===== config.mk =====
export PLATFORM = sky130hd
export DESIGN_NAME = cos_input_irq
export DESIGN_NICKNAME = d
export VERILOG_FILES = /design/src/rtl/cos_pkg.sv /design/src/rtl/cos_sync.sv /design/src/rtl/cos_flag_bank.sv /design/src/rtl/cos_reg_read.sv /design/src/rtl/cos_input_irq.sv
export SDC_FILE = /design/constraint.sdc
export NUM_CORES = 1
export LEC_CHECK = 0
export CAP_MARGIN = 20
export CORE_MARGIN = 3
export CORE_UTILIZATION = 48
export DETAILED_ROUTE_END_ITERATION = 8
export DONT_BUFFER_PORTS = 1
export PLACE_DENSITY = 0.74
export SLEW_MARGIN = 40
export SYNTH_ARGS = -nofsm -noshare
export SYNTH_HDL_FRONTEND = slang
export SYNTH_SLANG_ARGS = --single-unit

===== constraint.sdc =====
create_clock -name clk -period 1.8 [get_ports clk]
set_input_delay 0.36 -clock clk [delete_from_list [all_inputs] [get_ports clk]]
set_output_delay 0.36 -clock clk [all_outputs]
set_load 0.02 [all_outputs]

===== src/rtl/cos_pkg.sv =====
package cos_pkg;
  localparam int BUS_W   = 8;
  localparam int GROUP_W = 8;

  function automatic int map_addr_w(input int port_bytes);
    return $clog2(2 * port_bytes + 2);
  endfunction
endpackage


===== src/rtl/cos_sync.sv =====
module cos_sync #(
  parameter int W      = 48,
  parameter int STAGES = 2
) (
  input  logic         clk,
  input  logic         rst_n,
  input  logic [W-1:0] raw,
  output logic [W-1:0] samp,
  output logic [W-1:0] chg
);
  logic [W-1:0] stage_q [STAGES];
  logic [W-1:0] prev_q;

  genvar s;
  generate
    for (s = 0; s < STAGES; s++) begin : g_stage
      if (s == 0) begin : g_first
        always_ff @(posedge clk or negedge rst_n)
          if (!rst_n) stage_q[0] <= '0;
          else        stage_q[0] <= raw;
      end else begin : g_next
        always_ff @(posedge clk or negedge rst_n)
          if (!rst_n) stage_q[s] <= '0;
          else        stage_q[s] <= stage_q[s-1];
      end
    end
  endgenerate

  always_ff @(posedge clk or negedge rst_n)
    if (!rst_n) prev_q <= '0;
    else        prev_q <= stage_q[STAGES-1];

  assign samp = stage_q[STAGES-1];
  assign chg  = stage_q[STAGES-1] ^ prev_q;
endmodule


===== src/rtl/cos_flag_bank.sv =====
module cos_flag_bank #(
  parameter int NUM_GROUPS = 6,
  parameter int GROUP_W    = 8
) (
  input  logic                          clk,
  input  logic                          rst_n,
  input  logic [NUM_GROUPS*GROUP_W-1:0] line_chg,
  input  logic                          ack,
  input  logic                          load_en,
  input  logic [NUM_GROUPS-1:0]         new_en,
  output logic [NUM_GROUPS-1:0]         grp_chg,
  output logic [NUM_GROUPS-1:0]         en_q,
  output logic [NUM_GROUPS-1:0]         flags_q,
  output logic                          irq
);
  logic [NUM_GROUPS-1:0] en_d, flags_d, keep;

  genvar g;
  generate
    for (g = 0; g < NUM_GROUPS; g++) begin : g_grp
      assign grp_chg[g] = |line_chg[g*GROUP_W +: GROUP_W];
    end
  endgenerate

  always_comb begin
    keep    = ack ? '0 : flags_q;
    en_d    = load_en ? new_en : en_q;
    flags_d = (keep | (grp_chg & en_q)) & en_d;
  end

  always_ff @(posedge clk or negedge rst_n)
    if (!rst_n) begin
      en_q    <= '0;
      flags_q <= '0;
    end else begin
      en_q    <= en_d;
      flags_q <= flags_d;
    end

  assign irq = |flags_q;
endmodule


===== src/rtl/cos_reg_read.sv =====
module cos_reg_read #(
  parameter int PORT_BYTES = 3,
  parameter int ADDR_W     = 3,
  parameter int BUS_W      = 8
) (
  input  logic [ADDR_W-1:0]             addr,
  input  logic [2*PORT_BYTES*BUS_W-1:0] samp,
  input  logic [2*PORT_BYTES-1:0]       flags,
  input  logic                          irq,
  output logic [BUS_W-1:0]              rdata
);
  localparam int NG      = 2 * PORT_BYTES;
  localparam int OFF_GAP = PORT_BYTES;
  localparam int OFF_IRQ = 2 * PORT_BYTES + 1;

  logic [BUS_W-1:0] bytes [OFF_IRQ+1];

  genvar b;
  generate
    for (b = 0; b < PORT_BYTES; b++) begin : g_byte
      assign bytes[b]              = samp[b*BUS_W +: BUS_W];
      assign bytes[OFF_GAP+1+b]    = samp[(PORT_BYTES+b)*BUS_W +: BUS_W];
    end
  endgenerate

  assign bytes[OFF_GAP] = '0;

  always_comb begin
    bytes[OFF_IRQ]     = '0;
    bytes[OFF_IRQ][NG-1:0] = flags;
    bytes[OFF_IRQ][NG] = ~irq;
  end

  always_comb begin
    rdata = '0;
    if (int'(addr) <= OFF_IRQ) rdata = bytes[addr];
  end
endmodule


===== src/rtl/cos_input_irq.sv =====
module cos_input_irq
  import cos_pkg::*;
#(
  parameter int PORT_BYTES  = 3,
  parameter int SYNC_STAGES = 2,
  parameter int ADDR_W      = cos_pkg::map_addr_w(PORT_BYTES)
) (
  input  logic                          clk,
  input  logic                          rst_n,
  input  logic [2*PORT_BYTES*8-1:0]     din,
  input  logic [ADDR_W-1:0]             addr,
  input  logic                          rd_en,
  input  logic                          wr_en,
  input  logic [7:0]                    wdata,
  output logic [7:0]                    rdata,
  output logic                          irq_o
);
  localparam int NUM_GROUPS = 2 * PORT_BYTES;
  localparam int LINES      = NUM_GROUPS * GROUP_W;
  localparam logic [ADDR_W-1:0] OFF_IRQ = ADDR_W'(2 * PORT_BYTES + 1);

  logic [LINES-1:0]      samp, line_chg;
  logic [NUM_GROUPS-1:0] grp_chg, en_q, flags_q;
  logic                  ack, load_en;

  assign ack     = rd_en && (addr == OFF_IRQ);
  assign load_en = wr_en && (addr == OFF_IRQ);

  cos_sync #(.W(LINES), .STAGES(SYNC_STAGES)) u_sync (
    .clk(clk), .rst_n(rst_n), .raw(din), .samp(samp), .chg(line_chg)
  );

  cos_flag_bank #(.NUM_GROUPS(NUM_GROUPS), .GROUP_W(GROUP_W)) u_flags (
    .clk(clk), .rst_n(rst_n), .line_chg(line_chg), .ack(ack),
    .load_en(load_en), .new_en(wdata[NUM_GROUPS-1:0]), .grp_chg(grp_chg),
    .en_q(en_q), .flags_q(flags_q), .irq(irq_o)
  );

  cos_reg_read #(.PORT_BYTES(PORT_BYTES), .ADDR_W(ADDR_W), .BUS_W(BUS_W)) u_read (
    .addr(addr), .samp(samp), .flags(flags_q), .irq(irq_o), .rdata(rdata)
  );
endmodule


Yosys cells after proc, flatten, opt, wreduce, memory -nomap -nowiden
Cells that the tools add are included.

storage, ports and cells
  output and inout port bits = 9
  bits in registers = 156
  word-level logic and storage cells = 27
  latch bits = 0
  memory bits (writable) = 0
  memories kept = 0
  bits in read-only memories = 0

operators by class
  shift-type cells = 0
  equal/unequal tests = 1
  reductions and logical operators = 9
  bitwise logic cells = 6
  muxes and demuxes = 5
  $mul = 0
  $lt $le $gt $ge = 1
  divide/modulo/power cells = 0
  $add $sub $neg = 0

operators with widths
  kind                                        count
  OR reduction 8 bit                          6
  XOR 48 bit                                  1
  binary-select mux 8 bit (select 3 bit)      1
  2-to-1 mux 8 bit                            2
  AND 6 bit                                   2
  2-to-1 mux 6 bit                            2
  OR 6 bit                                    1
  OR reduction 6 bit                          1
  >= comparator 4 bit, second input constant  1
  inverter 3 -> 4 bit                         1
  equality test 3 bit, second input constant  1
  logical AND 1 bit                           2
  inverter 1 bit                              1

Longest topological paths before layout
Gate-level depths: netlist (run 1).

  depth after elaboration = 5
  mapped depth = 5

By module
Synthesis (run 1) repeated with hierarchy kept, for this count alone.

second synthesis, totals
  cells, all modules = 351
  area, all modules = 5556.6 sq um

modules (own cells, without submodules)
  module         cells each  sequential area each (sq um)  times used  area each (sq um)
  cos_sync       240         3603.5                        1           4384.2
  cos_flag_bank  58          300.3                         1           670.6
  cos_reg_read   51          0.0                           1           484.2
  cos_input_irq  2           0.0                           1           17.5

Worst setup path after synthesis (run 1)
No wires, ideal clock.

  path kind = input to output
  from = in addr[0]
  to = out rdata[6]
  setup slack = 165 ps
  stages on the path = 5
  data arrival time = 1275 ps
  data required time = 1440 ps
  path through = buf_6 and2b_1 buf_2 a21oi_1 o21ai_0

between the ends
  word-level cells in the longest chain between the ends = 4

ends and longest elaborated chain
  element                                               line                 text
  start, declared                                       cos_input_irq.sv:11  input logic [ADDR_W-1:0] addr,
  inverter 3 -> 4 bit (not written as such)             cos_reg_read.sv:36   if (int'(addr) <= OFF_IRQ) rdata = bytes[addr];
  binary-select mux 8 bit (select 3 bit)                cos_reg_read.sv:36
  2-to-1 mux 8 bit (not written as such) (2 in series)  cos_reg_read.sv:36
  end, declared                                         cos_input_irq.sv:15  output logic [7:0] rdata,

Every way passes these cells. The select of a mux whose other input is x is not followed.

Final worst setup path (run 1)
  from = reg u_flags.flags_q[0]
  to = out rdata[6]

between the ends
  word-level cells in the longest chain between the ends = 5

ends and longest elaborated chain
  element                                               line                 text
  start, declared                                       cos_flag_bank.sv:13  output logic [NUM_GROUPS-1:0] flags_q,
  start signal, assigned                                cos_flag_bank.sv:37  flags_q <= flags_d;
  OR reduction 6 bit                                    cos_flag_bank.sv:40  assign irq = |flags_q;
  inverter 1 bit                                        cos_reg_read.sv:31   bytes[OFF_IRQ][NG] = ~irq;
  binary-select mux 8 bit (select 3 bit)                cos_reg_read.sv:36
  2-to-1 mux 8 bit (not written as such) (2 in series)  cos_reg_read.sv:36

Every way passes these cells. The select of a mux whose other input is x is not followed.

==> results of run 1 <==
registers in the layout, summed over array words and instances (netlist names):
register and flops:
u_sync.samp 48, u_flags.flags_q 6, u_sync.prev_q 48, u_sync.stage_q 48, u_flags.en_q 6
metal layers:
layer | routed length (µm) | GRT usage | share of wire
met3 | 392 | 0.05109 | 0.041
met4 | 193 | 0.08103 | 0.020
met2 | 4912 | 0.2733 | 0.51
met5 | 0 | 0 | 0
met1 | 4104 | 0.2339 | 0.43
repair_timing:
| item | CTS | global route |
|---|---|---|
| setup endpoints to repair | 9 | 9 |
| pin swaps | 6 | 4 |
| hold endpoints to repair | 210 | 156 |
| buffers inserted | 10 | 2 |
| resized for setup | 22 | 15 |
cell families after synthesis:
family,Yosys count,synth area share
xor gates and xnor gates,48,0.08195
buffers and inverters,14,0.01756
muxes,23,0.06512
AOI/OAI and AO/OA,30,0.03756
and+or+nand+nor,33,0.03683
DFF,156,0.7610
layout make-up:
cell class | instances | share of cell area
Clock inverter | 13 | 0.02696
Inverter | 7 | 0.003959
Timing Repair Buffer | 73 | 0.1069
Sequential cell | 156 | 0.5886
Multi-Input combinational cell | 134 | 0.1810
Antenna cell | 1 | 0.0003771
Tap cell | 136 | 0.02564
Clock buffer | 19 | 0.06655
final timing paths:
path                                     from            endpoint  slack, ns  cells past startpoint
max                        u_flags.flags_q[0]            rdata[6]      -0.46                      5
min                                     rst_n  u_sync.stage_q[49]      -0.47                      0
max reg2reg                   u_sync.samp[43]  u_flags.flags_q[5]       0.52                      5
min reg2reg                u_sync.stage_q[84]     u_sync.samp[36]       0.35                      0
max in group asynchronous               rst_n     u_sync.samp[43]       2.04                      0
min in group clk                      addr[0]     u_flags.en_q[0]       0.13                      2
metrics by stage:
stage | hold slack [ns] | setup TNS, ns | utilization | std cells | area [µm²]
floorplan | 0.06441 | 0 | - | 304 | 5130
global placement | 0.06930 | 0 | 0.5100 | 440 | 5289
detailed placement | 0.06913 | 0 | 0.5100 | 440 | 5289
CTS | -0.4910 | -2.353 | 0.6325 | 536 | 6559
global route | -0.5023 | -3.004 | 0.6397 | 538 | 6634
finish | -0.4713 | -2.440 | 0.6400 | 539 | 6636
power groups by stage:
stage / Clock [µW] / Combinational, µW / Sequential, µW
after floorplan: 0 / 344 / 3890
after global placement: 0 / 393 / 3930
after detailed placement: 0 / 403 / 3940
after CTS: 3750 / 582 / 3890
after global routing: 3930 / 694 / 3920
final: 3680 / 645 / 3900
cells in the final DEF (no fill, tap or decap), drive strengths merged:
| cell type | instances |
|---|---|
| dfrtp | 156 |
| dlygate4sd3 | 54 |
| xnor2 | 48 |
| clkbuf | 19 |
| buf | 19 |
| nand4 | 14 |
| inv | 14 |
| mux2i | 9 |
| o21ai | 9 |
| nor2 | 8 |
| mux2 | 8 |
| nand2 | 8 |
| a21oi | 7 |
| mux4 | 6 |
| a211oi | 6 |
| a21boi | 6 |
| bufinv | 3 |
| clkinvlp | 2 |
| diode | 1 |
| and2b | 1 |
| nor4 | 1 |
| and3 | 1 |
| o221ai | 1 |
| o311a | 1 |
| clkinv | 1 |
==> impl_results.md, run 1 <==
* Switching pwr at approximately 1900 µW
* CP required at between 1 and 1.5 ns
* Dominant cell type by area after synthesis: dfrtp_1
* Synth top area share at 0.7610
* Final hold vios at around 160
* Status: complete, but fails checks
* Root Driver: clkbuf_8
* CP max-delay cell: dfrtp_2
* Mapped Area at between 0.005 and 0.006 mm²
* Worst VDD drop at between 1000 and 1500 µV
* Internal power at approximately 6300 µW
* Die footprint at roughly 0.012 mm²
* RSZ-0062 raised after global routing: true
* Failing checks: hold timing, setup timing
* Fmax at approximately 440 MHz
* Clock group share of total power at 0.447
* H-tree depth at 4
* FP Rows at 37
* Critical path arrival at 1.90 ns
* Sequential cell area at ~0.0039 mm²
* Register area share after synthesis at 0.7610
* Vias in the first global route at between 2k and 3k
* Synth area leaders: dfrtp_1, xnor2_1, mux4_1
* Final min period at 2.260 ns
* Net Sw Frac at 0.2277
* Number of buffers created by CTS at 17
* Max_slew headroom at 0.7670
* Remaining global-route overflow at 0
* Kind of critical path: reg -> out
* Critical Path, Cell by Cell: nor4_4 > and3_1 > o221ai_2 > o21ai_2 > buf_6
* Post-synth EDFFs at 0
* First-pass GRT wire length at approximately 15000 µm
* Worst Skew at 0.005372 ns
* Top_reg_cell synth: dfrtp_1
* DIE HEIGHT at between 100 and 150 µm
* Ys async rst share at 1.000
* Drc violations at 0
* Max cap viols at 0
* Routability cong. at about 0.76
* Pleak at 0.002836 µW
* Vias per cell at 4.920
* Fillers at approximately 740
* Final setup fails at 9
* Power Dens Cells at between 1000 and 1500 mW/mm²
* Antenna-violating nets left at 0
* TritonRoute pass-1 iters at 4
* Nets at around 450
* Largest net degree at the start of global routing at between 150 and 200
* Buf+Inv Stages, Crit Path at 1
* Post-DP HPWL at approximately 5500 µm
* CP endpoint kind: primary output
* Worst Setup Slack, final at -0.4605 ns
* Initial Utilization at 0.4947
* Routed wire length at just under 10000 µm
* Fraction of layout cells with a size suffix above 1 at 0.2164
* CTS tree: built
* CTS max path bufs at 2
* Pwr Total at about 8000 µW
* CP max FO at 3
* Io pins at 72
* Slowest Stage Delay on Critical Path at between 0.4 and 0.5 ns
* Final Slew Violations at 0
* Synthesized flop and latch total at about 160
* Buffers added on ports at 0
* Hold buffer count at CTS at 54
* Final period utilization at 1.256
* Hold Crit Class: in -> async
* Reg clk slew, reported paths at 0.07 ns
* Final hold slack at -0.4713 ns
* Synth unique cells at 28
* Syn_nets at 367
* Vias at between 2k and 3k
* Commonest cells in the netlist: dfrtp_1, xnor2_1, nand4_1, mux2i_1, o21ai_0
* Critical path startpoint category: flip-flop
* Count leader, synth: dfrtp_1
* Core area at around 0.010 mm²
* Post-Syn Instances at 304
* Combinational share of power at 0.078
* Pre-CTS setup slack at between 0.1 and 0.15 ns
* Top Family by Delay on Critical Path: simple AND/OR/NAND/NOR gates
* Synth Warn # at 0
* Initial antenna violation count at 0
* DRT iter0 DRCs at between 90 and 100
* Skew-Pair Late Insertion Delay at 0.52 ns
* Avg WL per Cell at between 15 and 20 µm
* CTS Sinks at about 160
* Area of the multi-input gates at around 0.0012 mm²
* Total GRT Usage at 0.1769
* Slew @ Worst Pin at around 0.35 ns
* Mapped Avg Cell Area at approximately 17 µm²
* Area Growth Syn to Fin at 29.37%
* Die width at approximately 110 µm
* Sequential Power Share at 0.474
Power figures use the tool's default switching activity.
==> inputs of run 2 (changes only) <==
--- a/config.mk
+++ b/config.mk
@@ -6,11 +6,13 @@
 export NUM_CORES = 1
 export LEC_CHECK = 0
 export CAP_MARGIN = 20
+export CELL_PAD_IN_SITES_DETAIL_PLACEMENT = 0
+export CELL_PAD_IN_SITES_GLOBAL_PLACEMENT = 1
 export CORE_MARGIN = 3
 export CORE_UTILIZATION = 48
 export DETAILED_ROUTE_END_ITERATION = 8
 export DONT_BUFFER_PORTS = 1
-export PLACE_DENSITY = 0.74
+export PLACE_DENSITY = 0.83
 export SLEW_MARGIN = 40
 export SYNTH_ARGS = -nofsm -noshare
 export SYNTH_HDL_FRONTEND = slang
==> constraint.sdc (replaced) <==
create_clock -name clk -period 2.8 [get_ports clk]
set_input_delay 0.56 -clock clk [delete_from_list [all_inputs] [get_ports clk]]
set_output_delay 0.56 -clock clk [all_outputs]
set_load 0.01 [all_outputs]
==> run 2 against run 1 <==
Against the previous run: via count is 13% lower; critical path depth is 1 lower; sequential cell count stayed put; highest routed layer unchanged; the run ends with hold timing left; final cell count is 14% lower.
==> impl_results.md, run 2 (synthesis results as in run 1) <==
* Status: complete, but fails checks
* Failing checks: hold timing
* Remaining global-route overflow at 0
* Post-CTS setup buffer count at 0
* Hold Crit Class: in -> async
* R2R setup slack at approximately 1.6 ns
* Worst Setup Slack, final at between 0.4 and 0.5 ns
* CP max-delay cell: dfrtp_1
* FP Rows at 37
* Critical path startpoint category: flip-flop
* Commonest non-fill, non-tap cells in the layout: dfrtp_1, xnor2_1, clkbuf_16, nand4_1
* Kind of critical path: reg -> out
* Die width at between 100 and 150 µm
* Vias in the first global route at approximately 2.6k
* Top Family by Delay on Critical Path: simple AND/OR/NAND/NOR gates
* CTS Sinks at between 150 and 200
* Sequential Power Share at 0.475
* Worst Setup SP: u_flags.flags_q[3]
* Reg clk slew, reported paths at 0.06 ns
* Die footprint at about 0.012 mm²
* CP endpoint kind: primary output
* Max_slew headroom at 0.6869
* Avg WL per Cell at about 18 µm
* RSZ-0062 raised after global routing: false
* Total GRT Usage at 0.1563
* Final setup fails at 0
* Routed wire length at between 8000 and 9000 µm
* Pleak at 0.002541 µW
* Fraction of layout cells with a size suffix above 1 at 0.1337
* Final min period at approximately 2.4 ns
* Root Driver: clkbuf_8
* Fillers at between 700 and 800
* Routability cong. at between 0.8 and 0.9
* Antenna diodes at 0
* Pre-CTS setup slack at between 0.8 and 0.9 ns
* Internal power at ~4100 µW
* GRT Max-Usage Layer: met2
* H-tree depth at 4
* M1 GR Usage at 0.1937
* Vias per cell at approximately 5.0
* Critical path arrival at ~1.8 ns
* CP required at about 2.2 ns
* Io pins at between 70 and 80
* CTS tree: built
* Area Growth Syn to Fin at 14.98%
* Number of buffers created by CTS at 17
* R2r endpoint: u_flags.flags_q[5]
* DRT iter0 DRCs at about 140
* Worst Skew at ~0.007 ns
* Combinational share of power at 0.043
* Initial Utilization at 0.4947
* Buf+Inv Stages, Crit Path at 0
* Buffers added on ports at 0
* Slowest Stage Delay on Critical Path at ~0.4 ns
* Drc violations at 0
* Core area at ~0.010 mm²
* Pwr Total at 5256 µW
* Reg2reg path depth at 4
* Critical Path, Cell by Cell: nor4_1 > and3_1 > o221ai_1 > o21ai_0
* CTS-repair resized insts at 0
* Vias at between 2k and 2.5k
* Switching pwr at 1153 µW
* Initial antenna violation count at 0
* First-pass GRT wire length at approximately 13000 µm
* Slew @ Worst Pin at ~0.46 ns
* Power Dens Cells at between 800 and 900 mW/mm²
* Most common cell after layout, fill and taps aside: dfrtp_1
* Net Sw Frac at 0.2193
* Antenna-violating nets left at 0
* Setup TNS at 0 ns
* Post-DP HPWL at 5443 µm
* Met3 Usage GRT at 0.06929
* Met2 usage at 0.2419
* Max cap viols at 0
* Final hold slack at -0.2618 ns
* Final period utilization at 0.8560
* Clock group share of total power at 0.483
* Worst VDD drop at 696.3 µV
* Fmax at between 400 and 500 MHz
* Skew-Pair Late Insertion Delay at roughly 0.52 ns
* Final hold vios at around 160
* Final Slew Violations at 0
* CP max FO at 3
* Largest net degree at the start of global routing at between 150 and 200
* Nets at between 300 and 400
* Worst r2r src: u_sync.samp[43]
* TritonRoute pass-1 iters at 4
* DIE HEIGHT at ~110 µm
* CTS max path bufs at 2
## run 2: through the flow
stage	instance area (µm²)	utilization	std cells
final	5898	0.5688	465
after global routing	5898	0.5688	465
after CTS	5898	0.5688	465
after detailed placement	5236	0.5049	433
after global placement	5236	0.5049	433
after floorplan	5130	-	304
## run 2: layer usage
metal	vias to the layer above	wire length (µm)
li1	1054	-
met1	1194	3583
met2	56	4104
met3	10	638
met4	0	122
met5	-	0
## run 2: how the worst max path moves through the flow
stage | slack (ns) | to | depth (start not counted)
after floorplan | 0.87 | rdata[7] | 3
after global placement | 0.84 | rdata[6] | 3
after detailed placement | 0.82 | rdata[6] | 3
after CTS | 0.37 | rdata[6] | 4
after global routing | 0.21 | rdata[6] | 4
final | 0.40 | rdata[6] | 4
## run 2: layout make-up
cell class,count,area (µm²),area share
clock buffer,17,414.1,0.07022
clock inverter,15,247.7,0.04200
inverter,7,26.28,0.004455
multi-input combinational,134,1136,0.1926
sequential,156,3904,0.6619
tap,136,170.2,0.02885
## run 2: power groups by stage
stage	combinational, µW	sequential (µW)	clock [µW]
after CTS	226	2500	2590
after global placement	217	2530	0
after detailed placement	224	2540	0
after floorplan	206	2500	0
after global routing	251	2510	2700
final	225	2490	2540
